<file path="config.mk">
export PLATFORM = sky130hd
export DESIGN_NAME = dstore_merge
export DESIGN_NICKNAME = d
export VERILOG_FILES = /design/src/rtl/dsm_pkg.sv /design/src/rtl/dsm_lane_merge.sv /design/src/rtl/dsm_hit_stage.sv /design/src/rtl/dsm_route_ctrl.sv /design/src/rtl/dstore_merge.sv
export SDC_FILE = /design/constraint.sdc
export NUM_CORES = 1
export LEC_CHECK = 0
export BUFFER_PORTS_ARGS = -buffer_cell sky130_fd_sc_hd__buf_2
export CORE_AREA = 3 3 121 123
export DETAILED_ROUTE_END_ITERATION = 12
export DIE_AREA = 0 0 124 126
export GPL_TIMING_DRIVEN = 0
export PLACE_DENSITY = 0.71
export SLEW_MARGIN = 20
export SYNTH_ARGS = -nofsm -noshare
export SYNTH_HDL_FRONTEND = slang
export SYNTH_SLANG_ARGS = --single-unit
</file>
<file path="constraint.sdc">
create_clock -name clk -period 1.9 [get_ports clk]
set_input_delay 0.19 -clock clk [delete_from_list [all_inputs] [get_ports clk]]
set_output_delay 0.19 -clock clk [all_outputs]
set_load 0.01 [all_outputs]
</file>
<file path="src/rtl/dsm_pkg.sv">
package dsm_pkg;

    localparam int WORD_W = 32;

    typedef enum logic [1:0] {
        SZ_BYTE = 2'd0,
        SZ_HALF = 2'd1,
        SZ_WORD = 2'd2
    } st_size_e;

    typedef enum logic [1:0] {
        RT_IDLE  = 2'd0,
        RT_PUSH  = 2'd1,
        RT_DRAIN = 2'd2,
        RT_MEMWR = 2'd3
    } route_st_e;

    typedef struct packed {
        logic [31:0] addr;
        logic [31:0] data;
        logic [2:0]  bytes;
    } wr_req_t;

    function automatic logic [4:0] lane_shift(input st_size_e sz, input logic be,
                                              input logic [1:0] lo);
        logic [1:0] lane;
        case (sz)
            SZ_HALF: lane = {be, 1'b0} ^ {lo[1], 1'b0};
            SZ_BYTE: lane = {be, be} ^ lo;
            default: lane = 2'd0;
        endcase
        return {lane, 3'b000};
    endfunction

    function automatic logic [2:0] byte_count(input st_size_e sz);
        case (sz)
            SZ_HALF: return 3'd2;
            SZ_BYTE: return 3'd1;
            default: return 3'd4;
        endcase
    endfunction

    function automatic logic [31:0] size_data(input st_size_e sz, input logic [31:0] d);
        case (sz)
            SZ_HALF: return {16'h0, d[15:0]};
            SZ_BYTE: return {24'h0, d[7:0]};
            default: return d;
        endcase
    endfunction

    function automatic logic [31:0] lane_mask(input st_size_e sz);
        case (sz)
            SZ_HALF: return 32'h0000_FFFF;
            SZ_BYTE: return 32'h0000_00FF;
            default: return 32'hFFFF_FFFF;
        endcase
    endfunction

endpackage

</file>
<file path="src/rtl/dsm_lane_merge.sv">
module dsm_lane_merge
    import dsm_pkg::*;
(
    input  logic [31:0] old_word,
    input  logic [31:0] new_data,
    input  st_size_e    size,
    input  logic        big_endian,
    input  logic [1:0]  addr_lo,
    output logic [31:0] merged
);
    logic [4:0]  shift;
    logic [31:0] mask_sh;
    logic [31:0] data_sh;

    always_comb begin
        shift   = lane_shift(size, big_endian, addr_lo);
        mask_sh = lane_mask(size) << shift;
        data_sh = (new_data & lane_mask(size)) << shift;
        merged  = (old_word & ~mask_sh) | data_sh;
    end

    always_comb begin
        if (size == SZ_WORD)
            assert (merged == new_data) else $error("AST_WORD_REPLACE");
    end
endmodule

</file>
<file path="src/rtl/dsm_hit_stage.sv">
module dsm_hit_stage
    import dsm_pkg::*;
#(
    parameter int LINE_WORDS = 8,
    localparam int IDX_W     = $clog2(LINE_WORDS),
    localparam int HALF_IDX  = LINE_WORDS / 2
) (
    input  logic             clk,
    input  logic             rst,
    input  logic             take,
    input  logic [IDX_W-1:0] idx,
    input  logic [31:0]      old_word,
    input  logic [31:0]      merged,
    input  st_size_e         size,
    output logic             wr_en,
    output logic [IDX_W-1:0] wr_idx,
    output logic [31:0]      wr_data,
    output logic [1:0]       dirty_set
);
    logic [31:0] old_q;
    st_size_e    size_q;

    always_ff @(posedge clk) begin
        if (rst) begin
            wr_en     <= 1'b0;
            wr_idx    <= '0;
            wr_data   <= '0;
            dirty_set <= 2'b00;
            old_q     <= '0;
            size_q    <= SZ_WORD;
        end else begin
            wr_en <= take;
            if (take) begin
                wr_idx    <= idx;
                wr_data   <= merged;
                old_q     <= old_word;
                size_q    <= size;
                dirty_set <= (int'(idx) < HALF_IDX) ? 2'b01 : 2'b10;
            end else begin
                dirty_set <= 2'b00;
            end
        end
    end

    AST_DIRTY_ONE_HALF: assert property (@(posedge clk) disable iff (rst)
        wr_en |-> $onehot(dirty_set));
    AST_DIRTY_QUIET: assert property (@(posedge clk) disable iff (rst)
        !wr_en |-> dirty_set == 2'b00);
    AST_HALF_LANE_ONLY: assert property (@(posedge clk) disable iff (rst)
        (wr_en && size_q == SZ_HALF) |-> $countones(wr_data ^ old_q) <= 16);
    AST_BYTE_LANE_ONLY: assert property (@(posedge clk) disable iff (rst)
        (wr_en && size_q == SZ_BYTE) |-> $countones(wr_data ^ old_q) <= 8);
endmodule

</file>
<file path="src/rtl/dsm_route_ctrl.sv">
module dsm_route_ctrl
    import dsm_pkg::*;
(
    input  logic    clk,
    input  logic    rst,
    input  logic    take_miss,
    input  logic    miss_buf,
    input  logic    wb_enable,
    input  wr_req_t req_in,
    input  logic    wb_req_ready,
    input  logic    wb_empty,
    input  logic    mem_req_ready,
    output logic    busy,
    output logic    wb_req_valid,
    output logic    wb_drain,
    output logic    mem_req_valid,
    output wr_req_t req_q
);
    route_st_e state, state_nx;
    logic      nonbuf_q;

    always_comb begin
        state_nx = state;
        case (state)
            RT_IDLE: begin
                if (take_miss) begin
                    if (miss_buf && wb_enable) state_nx = RT_PUSH;
                    else if (miss_buf)         state_nx = RT_MEMWR;
                    else                       state_nx = RT_DRAIN;
                end
            end
            RT_PUSH:  if (wb_req_ready)  state_nx = RT_IDLE;
            RT_DRAIN: if (wb_empty)      state_nx = RT_MEMWR;
            RT_MEMWR: if (mem_req_ready) state_nx = RT_IDLE;
            default:  state_nx = RT_IDLE;
        endcase
    end

    always_ff @(posedge clk) begin
        if (rst) begin
            state    <= RT_IDLE;
            req_q    <= '0;
            nonbuf_q <= 1'b0;
        end else begin
            state <= state_nx;
            if (state == RT_IDLE && take_miss) begin
                req_q    <= req_in;
                nonbuf_q <= !miss_buf;
            end
        end
    end

    always_comb begin
        busy          = (state != RT_IDLE);
        wb_req_valid  = (state == RT_PUSH);
        wb_drain      = (state == RT_DRAIN);
        mem_req_valid = (state == RT_MEMWR);
    end

    AST_DRAIN_BEFORE_MEM: assert property (@(posedge clk) disable iff (rst)
        ($rose(mem_req_valid) && nonbuf_q) |-> $past(wb_empty));
    AST_NO_DRAIN_BUFFERED: assert property (@(posedge clk) disable iff (rst)
        (busy && !nonbuf_q) |-> !wb_drain);
    AST_ONE_PORT: assert property (@(posedge clk) disable iff (rst)
        !(wb_req_valid && mem_req_valid));
    AST_WB_HOLD: assert property (@(posedge clk) disable iff (rst)
        (wb_req_valid && !wb_req_ready) |=> (wb_req_valid && $stable(req_q)));
    AST_MEM_HOLD: assert property (@(posedge clk) disable iff (rst)
        (mem_req_valid && !mem_req_ready) |=> (mem_req_valid && $stable(req_q)));
    AST_MEM_DROP: assert property (@(posedge clk) disable iff (rst)
        (mem_req_valid && mem_req_ready) |=> !mem_req_valid);
endmodule

</file>
<file path="src/rtl/dstore_merge.sv">
module dstore_merge
    import dsm_pkg::*;
#(
    parameter int ADDR_W     = 32,
    parameter int LINE_WORDS = 8,
    localparam int IDX_W     = $clog2(LINE_WORDS)
) (
    input  logic              clk,
    input  logic              rst,
    input  logic              st_valid,
    output logic              st_ready,
    input  logic [ADDR_W-1:0] st_addr,
    input  logic [1:0]        st_size,
    input  logic [31:0]       st_data,
    input  logic              st_hit,
    input  logic              st_bufferable,
    input  logic [ADDR_W-1:0] st_pa,
    input  logic              wb_enable,
    input  logic              big_endian,
    input  logic [31:0]       line_rd_word,
    output logic              line_wr_en,
    output logic [IDX_W-1:0]  line_wr_idx,
    output logic [31:0]       line_wr_data,
    output logic [1:0]        line_dirty_set,
    output logic              wb_req_valid,
    input  logic              wb_req_ready,
    output logic [ADDR_W-1:0] wb_req_addr,
    output logic [31:0]       wb_req_data,
    output logic [2:0]        wb_req_bytes,
    output logic              wb_drain,
    input  logic              wb_empty,
    output logic              mem_req_valid,
    input  logic              mem_req_ready,
    output logic [ADDR_W-1:0] mem_req_addr,
    output logic [31:0]       mem_req_data,
    output logic [2:0]        mem_req_bytes,
    output logic              busy
);
    st_size_e    size_e;
    logic        take, take_hit, take_miss;
    logic [31:0] merged;
    logic [31:0] pa_full;
    logic [1:0]  lo_keep;
    wr_req_t     req_in, req_q;

    always_comb begin
        size_e    = st_size_e'(st_size);
        st_ready  = !busy;
        take      = st_valid && st_ready;
        take_hit  = take && st_hit;
        take_miss = take && !st_hit;
        case (size_e)
            SZ_HALF: lo_keep = {st_addr[1], 1'b0};
            SZ_BYTE: lo_keep = st_addr[1:0];
            default: lo_keep = 2'b00;
        endcase
        pa_full        = 32'(st_pa);
        req_in.addr    = {pa_full[31:2], lo_keep};
        req_in.data    = size_data(size_e, st_data);
        req_in.bytes   = byte_count(size_e);
    end

    dsm_lane_merge u_merge (
        .old_word   (line_rd_word),
        .new_data   (st_data),
        .size       (size_e),
        .big_endian (big_endian),
        .addr_lo    (st_addr[1:0]),
        .merged     (merged)
    );

    dsm_hit_stage #(.LINE_WORDS(LINE_WORDS)) u_hit (
        .clk       (clk),
        .rst       (rst),
        .take      (take_hit),
        .idx       (st_addr[IDX_W+1:2]),
        .old_word  (line_rd_word),
        .merged    (merged),
        .size      (size_e),
        .wr_en     (line_wr_en),
        .wr_idx    (line_wr_idx),
        .wr_data   (line_wr_data),
        .dirty_set (line_dirty_set)
    );

    dsm_route_ctrl u_route (
        .clk           (clk),
        .rst           (rst),
        .take_miss     (take_miss),
        .miss_buf      (st_bufferable),
        .wb_enable     (wb_enable),
        .req_in        (req_in),
        .wb_req_ready  (wb_req_ready),
        .wb_empty      (wb_empty),
        .mem_req_ready (mem_req_ready),
        .busy          (busy),
        .wb_req_valid  (wb_req_valid),
        .wb_drain      (wb_drain),
        .mem_req_valid (mem_req_valid),
        .req_q         (req_q)
    );

    always_comb begin
        wb_req_addr   = ADDR_W'(req_q.addr);
        wb_req_data   = req_q.data;
        wb_req_bytes  = req_q.bytes;
        mem_req_addr  = ADDR_W'(req_q.addr);
        mem_req_data  = req_q.data;
        mem_req_bytes = req_q.bytes;
    end

    AST_STALL_NO_HIT: assert property (@(posedge clk) disable iff (rst)
        busy |=> !line_wr_en);
endmodule

</file>
### After elaboration in Yosys (flattened, before gate mapping)

Cells that the tools add are included.

* bits in registers: 107
* output and inout bits: 177
* word-level logic and storage cells: 51

* $lt $le $gt $ge: 1
* equal/unequal tests: 8
* shift-type cells: 2
* multiplexer cells: 13
* bitwise gates (word level): 7
* reductions and logical operators: 12

Operator list (number)
* $pmux 32 s2: 2
* $and 32x32->32: 2
* $shl 32x5->32: 2
* $not 32->32: 1
* $or 32x32->32: 1
* $mux 2: 6
* $ne 2x1->1 const B: 4
* $pmux 2 s2: 2
* $pmux 2 s4: 1
* $pmux 3 s2: 1
* $logic_and 1x1->1: 5
* $eq 2x1->1 const B: 2
* $eq 2x2->1 const B: 2
* $logic_not 2->1: 2
* $reduce_and 4->1: 1
* $xor 2x2->2: 2
* $lt 3x3->1 const B: 1
* $logic_not 1->1: 2
* $reduce_bool 2->1: 1
* $reduce_or 2->1: 1
* $mux 1: 1
* $not 1->1: 1

### Depth between registers and ports, before layout

Gate-level depths: netlist of run 1.

* depth after elaboration: 6
* depth in mapped cells: 7

### Hierarchy

From an unflattened synthesis of run 1, not the netlist that was laid out.

* cell total of the unflattened synthesis: 617
* area, all modules: 5281.3 um^2

By module, submodules not included
* dsm_route_ctrl: instances 1, cells an instance 309, area an instance 2513.7 um^2
* dsm_hit_stage: instances 1, cells an instance 119, area an instance 1350.0 um^2
* dstore_merge: instances 1, cells an instance 103, area an instance 770.7 um^2
* dsm_lane_merge: instances 1, cells an instance 86, area an instance 646.9 um^2

### Worst setup path after synthesis of run 1

No wires, ideal clock.

* path kind: register -> register
* start point: register u_route.state[1]
* end point: register u_hit.wr_data[18]
* library setup time: 0.136 ns
* arrival: 1.410 ns
* required time: 1.764 ns
* setup slack: 0.355 ns
* cell stages (with the launch flop): 8
* buffers on the path: 3
* cells stage by stage: dfxtp_1 -> buf_2 -> nor2_1 -> nand3_1 -> buf_2 -> clkbuf_1 -> a21oi_1 -> a211oi_1

* word-level cells in the longest chain between the ends: 4

Ends and longest elaborated chain
* start, declared: line dsm_route_ctrl.sv:19 `route_st_e state, state_nx;`
* start signal, assigned: line dsm_route_ctrl.sv:45 `state <= state_nx;`
* $reduce_bool 2->1: line dsm_route_ctrl.sv:54 `busy = (state != RT_IDLE);`
* $logic_not 1->1: line dstore_merge.sv:48 `st_ready = !busy;`
* via st_ready: line dstore_merge.sv:11 `output logic st_ready,`
* $logic_and 1x1->1: line dstore_merge.sv:49 `take = st_valid && st_ready;`
* $logic_and 1x1->1: line dstore_merge.sv:50 `take_hit = take && st_hit;`
* end signal, assigned: line dsm_hit_stage.sv:35 `wr_data <= merged;`
* end, declared: line dsm_hit_stage.sv:17 `output logic [31:0] wr_data,`

The timed path passes the listed nets, and every way through them passes these cells.
A chain may end at the register's enable or synchronous reset.

### Worst setup path in the final report of run 1

* start point: register u_route.state[0]
* end point: register u_route.req_q[31] (netlist name)

* word-level cells in the longest chain between the ends: 5
* elaborated cells on any way between the ends: 6
* those cells by class: reduce/logical (6)

Ends and longest elaborated chain
* $reduce_bool 2->1: line dsm_route_ctrl.sv:54
* $logic_not 1->1: line dstore_merge.sv:48
* $logic_and 1x1->1: line dstore_merge.sv:49
* $logic_and 1x1->1: line dstore_merge.sv:51 `take_miss = take && !st_hit;`
* $logic_and 1x1->1 *: line dsm_route_ctrl.sv:46 `if (state == RT_IDLE && take_miss) begin`

Mark *: on every way between the ends. The rest lies on a longest branch, timed or not.

==> impl_results.md, run 1 <==
* Reg2Reg Depth at 5
* Synth Register Bits at 107
* Avg WL per Cell at about 17 µm
* CP max stage delay at 470 ps
* Outcome: finished clean
* GRT Util Overall at roughly a quarter
* Via-per-instance ratio at 4.85
* Worst-path cell chain: buf_2 -> nor4b_4 -> buf_1 -> nand3_1 -> a21oi_1
* Kind of end point of the critical path: flop
* CTS clock-pin slew for the worst setup and hold paths at 70 ps
* Skew-Pair Late Insertion Delay at 350 ps
* Gr ovfl total at 0
* Peak Freq at 578 MHz
* Period Utilization, post-route at 91.0%
* Leakage at 0.00351 µW
* Via count at 5386
* Area contributors post-synth: dfxtp_1, buf_4, nand2_1
* Syn Nets at 771
* Startpoint class of the critical path: flop
* Post-CTS setup buffers at 0
* Count leader, synth: nand2_1
* Final min period at 1730 ps
* Antenna-violating nets left at 0
* Antenna violations before repair at 2
* Fin. Hold Viols at 0
* Hold buffer count at cts at 0
* Post-Layout Cell Count at 1110
* Area leader, netlist: dfxtp_1
* Placed cell count at 1095
* CTS Buffer Depth at 2
* Global-route wire length before repair at 28100 µm
* DR iter-0 viols at around 310
* Share of cells above drive strength 1 at 45.4%
* Max cap viols at 0
* YS warnings at 0
* Io pins at 317
* Starting Density at between 30% and 40%
* Hold path depth at 2
* Most frequent cells after synthesis: nand2_1, dfxtp_1, a21oi_1
* Detail Placement HPWL at approximately 15000 µm
* Top cell type's share of synthesized area at 41.6%
* NumNets Final at 1066
* Pwr per Cell Area at 788 nW/µm²
* Row Count at 43
* Vias in the first global route at approximately 5000
* CP max-delay cell: buf_1
* Die area at about 16000 µm²
* RePlAce Congestion at approximately 0.86
* H-tree levels at 3
* Crit-path max FO at 10
* # port buffers at 284
* Largest net degree at the start of global routing at 17
* Residual DRC at 0
* Die H at 126 µm
* Final wirelength at about 19000 µm
* Root Buffer: clkbuf_16
* Unique masters post-synth at 36
* Worst min path class: in2reg
* Worst endpoint data arrival time at 2010 ps
* First-pass iteration count of the detailed router at 6
* Placeable core area at 13800 µm²
* Total clock sinks at between 100 and 150
* Number of CTS-inserted buffers at 9
* Setup CP Type: reg2reg
* Max Slew Vio Count at 0
* Asr flop ratio synth at 0%
* Relative slew slack at 54.2%
* CTS tree: done
* Synth Instances at 631
* Area Growth Syn to Fin at 38.6%
* Sequential area share after synthesis at 41.6%
* Clock skew at 8.97 ps
* Maximum VDD drop at 568 µV
* Syn Std Cell Area at 5150 µm²
* Primary FF master, synth: dfxtp_1
* Ant diodes at 0
* Slew @ Worst Pin at 686 ps
* # fillers at 1374
* Final setup violation count at 0
* Avg Cell Area, Syn at 8.17 µm²
* Worst path required time at 2180 ps
* Post-synth EDFFs at 0
* Setup TNS at 0 ps
* RSZ-0062 raised after global routing: yes
* Chip width at 124 µm
[per-stage QoR]
step	power [µW]	hold slack [ps]	instance area [µm²]	setup WS, ps	utilization, %
CTS	5660	22.4	7110	12.8	51.7
finish	5630	33.3	7140	170	51.8
global placement	3710	391	6800	-152	49.4
floorplan	3200	269	5150	355	-
global route	5880	34.4	7140	-1.92	51.8
detailed placement	3730	397	6800	-160	49.4
[report_power, final]
group          switching (µW)  total (µW)  internal (µW)
sequential               79.7        2450           2370
clock                     851        1950           1090
combinational             700        1230            527
total                    1630        5630           4000
[worst paths after layout]
path | endpoint | slack [ps] | start
worst min-delay path | u_hit.dirty_set[0] | 30 | st_addr[4]
worst min register to register | u_hit.wr_idx[1] | 470 | u_hit.wr_idx[1]
worst max register to register | u_route.req_q[31] | 170 | u_route.state[0]
worst max-delay path | u_route.req_q[31] | 170 | u_route.state[0]
[logic make-up after synthesis]
group	synth area share [%]
AND/OR/NAND/NOR	18.9
AO/OA/AOI/OAI	21.2
buffers and inverters	14.1
flip-flops	41.6
multiplexers	3.72
XOR/XNOR	0.486
[layout make-up]
cell class | count | area [µm²] | share of cell area (%)
multi-input combinational | 406 | 2300 | 32.2
clock buffer | 12 | 256 | 3.59
timing repair buffer | 284 | 1420 | 19.9
tap | 180 | 225 | 3.15
sequential | 107 | 2140 | 30.0
clock inverter | 3 | 46.3 | 0.648
inverter | 1 | 3.75 | 0.0526
buffer | 117 | 746 | 10.4
[critical path: cells and delay by family (launching register included)]
family / cells / cell delay, ps
AO/OA/AOI/OAI: 1 / 140
buffers and inverters: 2 / 660
flip-flops: 1 / 290
AND/OR/NAND/NOR: 2 / 560
[routing by layer]
| layer | vias up | wire length, µm | GRT usage, % |
|---|---|---|---|
| li1 | 2678 | - | - |
| met5 | - | 22 | 0 |
| met1 | 2445 | 7620 | 28.5 |
| met3 | 22 | 1750 | 7.27 |
| met2 | 237 | 9380 | 40.7 |
| met4 | 4 | 270 | 5.48 |
[layout by cell type (no fill, tap or decap), drive strengths merged, types with 10 or more instances in the layout]
cell type,count
buf,369
nand2,128
dfxtp,107
a21oi,87
nor2,47
clkbuf,44
a211oi,27
nand3,18
a221oi,18
nand2b,10
[state kept, by name, indices dropped and copies added (netlist names)]
signal,flops
u_route.req_q,67
u_hit.wr_data,32
u_hit.wr_idx,3
u_hit.dirty_set,2
u_route.state,2
u_hit.wr_en,1
[timing repair]
item | 4_1_cts | 5_1_grt
pin swaps | 0 | 1
setup endpoints to repair | 26 | 79
hold endpoints to repair | 0 | 0
gates resized for setup | 3 | 14
No activity file was read; power rests on OpenSTA's default activity.
==> run 2, diff against run 1 <==
Settings changed: ABC_AREA set to 1, CORE_AREA 3 3 121 123 to 3 3 123 125, DIE_AREA 0 0 124 126 to 0 0 126 128, PLACE_DENSITY 0.71 to 0.68.
==> impl_results.md, run 2 <==
* Sequential area share after synthesis at 42.4%
* GRT Util Overall at 21.7%
* Max cap viols at 0
* Die area at 16100 µm²
* YS warnings at 0
* Worst path required time at around 2200 ps
* Setup CP Type: reg2reg
* Syn Std Cell Area at 5060 µm²
* Max reg flops at 67
* Number of CTS-inserted buffers at 9
* Largest regs: u_route.req_q x67, u_hit.wr_data x32, u_hit.wr_idx x3
* Post-CTS setup buffers at 0
* DR iter-0 viols at 389
* NumNets Final at 1144
* First-pass iteration count of the detailed router at 5
* Worst min path class: in2reg
* Global-route wire length before repair at 27500 µm
* Biggest register: u_route.req_q
* Post-synth EDFFs at 0
* Outcome: finished clean
* Maximum VDD drop at 374 µV
* Most common cell after layout, fill and taps aside: buf_2
* Area Growth Syn to Fin at 37.8%
* Residual DRC at 0
* Kind of end point of the critical path: flop
* Cell family with most CP delay: simple AND/OR/NAND/NOR gates
* Period Utilization, post-route at 79.0%
* Hold buffer count at cts at 0
* Max Slew Vio Count at 0
* Worst-path cell chain: nor2_4 -> nand3_2 -> buf_4 -> nor2_1 -> a22oi_1 -> nor2_1
* CTS clock-pin slew for the worst setup and hold paths at approximately 70 ps
* Root Buffer: clkbuf_16
* Avg WL per Cell at ~16 µm
* Final min period at 1500 ps
* Most frequent cells after synthesis: nand2_1, dfxtp_1, a21oi_1
* Startpoint class of the critical path: flop
* # port buffers at around 290
* Top cell type's share of synthesized area at 42.4%
* Unique masters post-synth at 23
* Row Count at 43
* Place WS at 382 ps
* Antenna-violating nets left at 0
* Most used cell, CP: nor2_1
* CTS tree: done
* Placeable core area at between 10000 and 15000 µm²
* Via-per-instance ratio at 4.69
* Peak Freq at approximately 670 MHz
* Skew-Pair Late Insertion Delay at about 340 ps
* Share of cells above drive strength 1 at 40.1%
* Via count at 5574
* Syn Nets at between 800 and 900
* CTS Buffer Depth at 2
* Final Util at 49.8%
* Final wirelength at ~18000 µm
* Area contributors post-synth: dfxtp_1, nand2_1, buf_4
* Relative slew slack at 63.6%
* CP max stage delay at 370 ps
* RSZ-0062 raised after global routing: no
* Crit-path max FO at 10
* Io pins at 317
* Clock skew at 5.86 ps
* # fillers at about 1500
* Leakage at 0.00378 µW
* Setup WS post-layout at ~400 ps
* Count leader, synth: nand2_1
* Most frequent cells in the layout: buf_2, nand2_1, dfxtp_1
* Primary FF master, synth: dfxtp_1
* Total clock sinks at 107
* Asr flop ratio synth at 0%
* Pwr per Cell Area at 837 nW/µm²
* Starting Density at a little over a third
* Synth Instances at between 700 and 800
* H-tree levels at 3
* Setup TNS at 0 ps
* Largest net degree at the start of global routing at 16
* RePlAce Congestion at 0.883
* Die H at 128 µm
* Antenna violations before repair at 2
* Vias in the first global route at 5057
* Avg Cell Area, Syn at between 7 and 8 µm²
* Gr ovfl total at 0
* CTS resizes at 0
* Final setup violation count at 0
* Worst endpoint data arrival time at 1780 ps
* Area leader, netlist: dfxtp_1
* Detail Placement HPWL at 14800 µm
* Worst path buffer plus inverter count at 1
* Chip width at 126 µm
* CP max-delay cell: dfxtp_1
* Fin. Hold Viols at 0
* Synth Register Bits at 107
* Slew @ Worst Pin at 546 ps
run 2: layout make-up:
class                      count  area (µm²)  share of cell area, %
sequential                   107        2140                   30.7
multi-input combinational    462        2070                   29.6
timing repair buffer         286        1430                   20.5
buffer                       106         728                   10.5
clock buffer                  11         233                   3.34
tap                          180         225                   3.23
inverter                      32         120                   1.72
clock inverter                 3        17.5                  0.251
antenna                        2        5.00                 0.0718
run 2: kinds of logic (layout without fill, tap and decap cells):
family                 after synthesis  after routing  synth area share [%]
flip-flops                         107            107                  42.4
AO/OA/AOI/OAI                      148            148                  15.3
AND/OR/NAND/NOR                    314            314                  25.6
buffers and inverters              138            438                  16.8
other                                0              2                     0
run 2: per-layer routing:
metal	vias up	global-route usage, %	wire length [µm]
li1	2807	-	-
met2	255	36.2	8830
met4	0	7.32	319
met5	-	0	0
met3	25	4.17	1360
met1	2487	28.2	7930
run 2: worst reg2reg max path, stage by stage (launching register included):
cell	delay, ps
dfxtp_1	370
nor2_4	180
nand3_2	120
buf_4	200
nor2_1	350
a22oi_1	120
nor2_1	100
run 2: where the power goes:
| group | total, µW | switching, µW | leakage [µW] | internal, µW |
|---|---|---|---|---|
| Combinational | 1560 | 876 | 0.00278 | 680 |
| Clock | 1670 | 803 | 0.000121 | 872 |
| Sequential | 2600 | 152 | 0.000874 | 2450 |
| Total | 5830 | 1830 | 0.00378 | 4000 |
run 2: per-stage QoR:
step	total power [µW]	area, µm²	instances	hold slack (ps)
after floorplan	3540	5060	707	262
after global placement	4190	6710	1173	375
after detailed placement	4210	6710	1173	374
after CTS	5890	6960	1187	7.35
after global routing	6150	6970	1189	12.9
final	5830	6970	1189	20.0
run 2: final timing paths:
path                            slack, ps              from  cells past startpoint                 end
worst min register to register        470   u_hit.wr_idx[0]                      2     u_hit.wr_idx[0]
worst max register to register        400  u_route.state[1]                      6   u_route.req_q[36]
worst min-delay path                   20        st_addr[4]                      2  u_hit.dirty_set[0]
worst max-delay path                  400  u_route.state[1]                      6   u_route.req_q[36]
==> run 3, diff against run 2 <==
Settings changed: CORE_AREA 3 3 123 125 to 3 3 122 124, DIE_AREA 0 0 126 128 to 0 0 125 127, PLACE_DENSITY 0.68 to 0.72.
Clock period 1.9 ns to 1.2 ns, I/O delays scaled along.
==> impl_results.md, run 3 (same netlist as run 2, synthesis figures left out) <==
* Fin. Hold Viols at 0
* GRT Util Overall at 23.3%
* Setup WS post-layout at -170 ps
* Row Count at 43
* Total clock sinks at around 110
* Final setup violation count at 105
* Via count at between 5000 and 6000
* Relative slew slack at 49.2%
* Clock skew at 3.56 ps
* CTS clock-pin slew for the worst setup and hold paths at 70 ps
* Hold path depth at 3
* Max cap viols at 0
* Detail Placement HPWL at 14500 µm
* Pwr per Cell Area at 1300 nW/µm²
* Final min period at 1370 ps
* Hold Startpoint: st_pa[8]
* NumNets Final at between 1000 and 1500
* Slew @ Worst Pin at 762 ps
* Vias in the first global route at 5533
* Placed Area at a little under 7000 µm²
* Register area at ~2200 µm²
* Period Utilization, post-route at 114%
* H-tree levels at 3
* Starting Density at 36.4%
* Largest net degree at the start of global routing at 18
* Kind of end point of the critical path: flop
* CTS Buffer Depth at 2
* RSZ-0062 raised after global routing: yes
* Failing checks: negative setup slack
* Startpoint class of the critical path: flop
* RePlAce Congestion at ~0.86
* Antenna violations before repair at 1
* Root Buffer: clkbuf_16
* RR Endpoint: u_hit.wr_data[12]
* Most common cell after layout, fill and taps aside: buf_2
* Chip width at 125 µm
* Worst endpoint data arrival time at 1620 ps
* Leakage at 0.00441 µW
* CTS tree: done
* R2R setup slack at -170 ps
* Number of CTS-inserted buffers at 9
* Worst path required time at around 1500 ps
* Area of the multi-input gates at 2740 µm²
* Io pins at 317
* Largest regs: u_route.req_q x67, u_hit.wr_data x32, u_hit.wr_idx x3
* # port buffers at 286
* Share of cells above drive strength 1 at 55.0%
* DR iter-0 viols at around 240
* Peak Freq at 730 MHz
* # fillers at 1266
* Maximum VDD drop at 949 µV
* Placeable core area at roughly 14000 µm²
* Cell area after layout at 8480 µm²
* Critical R2R Launch: u_route.state[0]
* Via-per-instance ratio at 4.78
* First-pass iteration count of the detailed router at 4
* Biggest register: u_route.req_q
* Area Growth Syn to Fin at 67.8%
* Worst hold endpoint: u_route.req_q[43]
* Gr ovfl total at 0
* Setup CP Type: reg2reg
* Outcome: finished with violations
* Max Slew Vio Count at 0
* Avg WL per Cell at 16.4 µm
* Skew-Pair Late Insertion Delay at 350 ps
* Die area at 15900 µm²
* Antenna-violating nets left at 0
* Crit-path max FO at 7
* Global-route wire length before repair at 29300 µm
* Max reg flops at 67
* Setup TNS at -12230 ps
* Most frequent cells in the layout: buf_2, nand2_1, dfxtp_1
* Reg2Reg Depth at 8
* Residual DRC at 0
* Final wirelength at 20200 µm
* Worst min path class: in2reg
* Die H at 127 µm
-- run 3: cell count changes in the layout (fill, tap and decap cells not counted), moves of 9 or more --
cell and delta:
nand3_2 +9, dlygate4sd3_1 +18, nor2_2 +11, nand2_4 +31, nand2_1 -44, buf_2 -9, buf_8 +10, nand2_2 +13
o21ai_0 -12, a21oi_2 +54, a21oi_1 -54, nand3_1 -12, o21ai_2 +13, nor2_1 -16
-- run 3: routing by layer --
metal / global-route usage, % / share of wire, % / up-vias
li1: - / - / 2895
met1: 28.0 / 41 / 2730
met2: 41.9 / 51 / 226
met3: 5.48 / 6.2 / 28
met4: 6.25 / 2.0 / 0
met5: 0 / 0 / -
-- run 3: worst max-delay path by stage --
| stage | from | to | slack, ps | cells after the start |
|---|---|---|---|---|
| global placement | u_route.state[0] | u_hit.wr_data[22] | -280 | 7 |
| global route | u_route.state[0] | u_hit.wr_data[13] | -240 | 8 |
| finish | u_route.state[0] | u_hit.wr_data[12] | -170 | 8 |
| detailed placement | u_route.state[0] | u_hit.wr_data[19] | -290 | 7 |
| floorplan | u_route.state[0] | u_hit.wr_data[10] | -40 | 8 |
| CTS | u_route.state[1] | u_hit.wr_data[6] | -140 | 8 |
-- run 3: final cells by class --
cell class,instances,area share [%]
diodes,1,0.0295
inverters,32,1.62
clock inverters,6,1.30
plain buffers,105,10.2
clock buffers,10,2.70
repair buffers,328,23.9
flip-flops and latches,107,25.4
well taps,180,2.66
multi-input cells,462,32.3
-- run 3: what timing repair did --
action                     CTS  global route
setup endpoints to repair  104           111
gates cloned                 5             6
hold buffers                18             0
pin swaps                    7            54
hold endpoints to repair    18             0
resized for setup           92           169
setup buffers               11             5
-- run 3: worst max-delay path, stage by stage, from the launching register on --
cell,delay (ps)
dfxtp_4,370
nor2_4,190
nand3_4,150
inv_6,110
buf_12,140
buf_8,120
nand2_1,50
nor2_1,80
nor2_1,40
-- run 3: report_power, final --
group | total, µW | leakage (µW) | internal, µW | switching, µW
registers | 4120 | 0.000876 | 3880 | 238
clock network | 3420 | 0.000167 | 2050 | 1370
logic | 3470 | 0.00337 | 1650 | 1830
-- run 3: through the flow --
| step | utilization, % | setup WS [ps] | power, µW | hold slack [ps] | instances |
|---|---|---|---|---|---|
| after global placement | 48.5 | -278 | 6640 | 295 | 1173 |
| after CTS | 55.9 | -140 | 10600 | 1.46 | 1223 |
| final | 61.1 | -170 | 11000 | 8.66 | 1231 |
| after floorplan | - | -37.6 | 5610 | 192 | 707 |
| after detailed placement | 48.5 | -293 | 6670 | 295 | 1173 |
| after global routing | 61.1 | -245 | 11500 | 8.89 | 1231 |
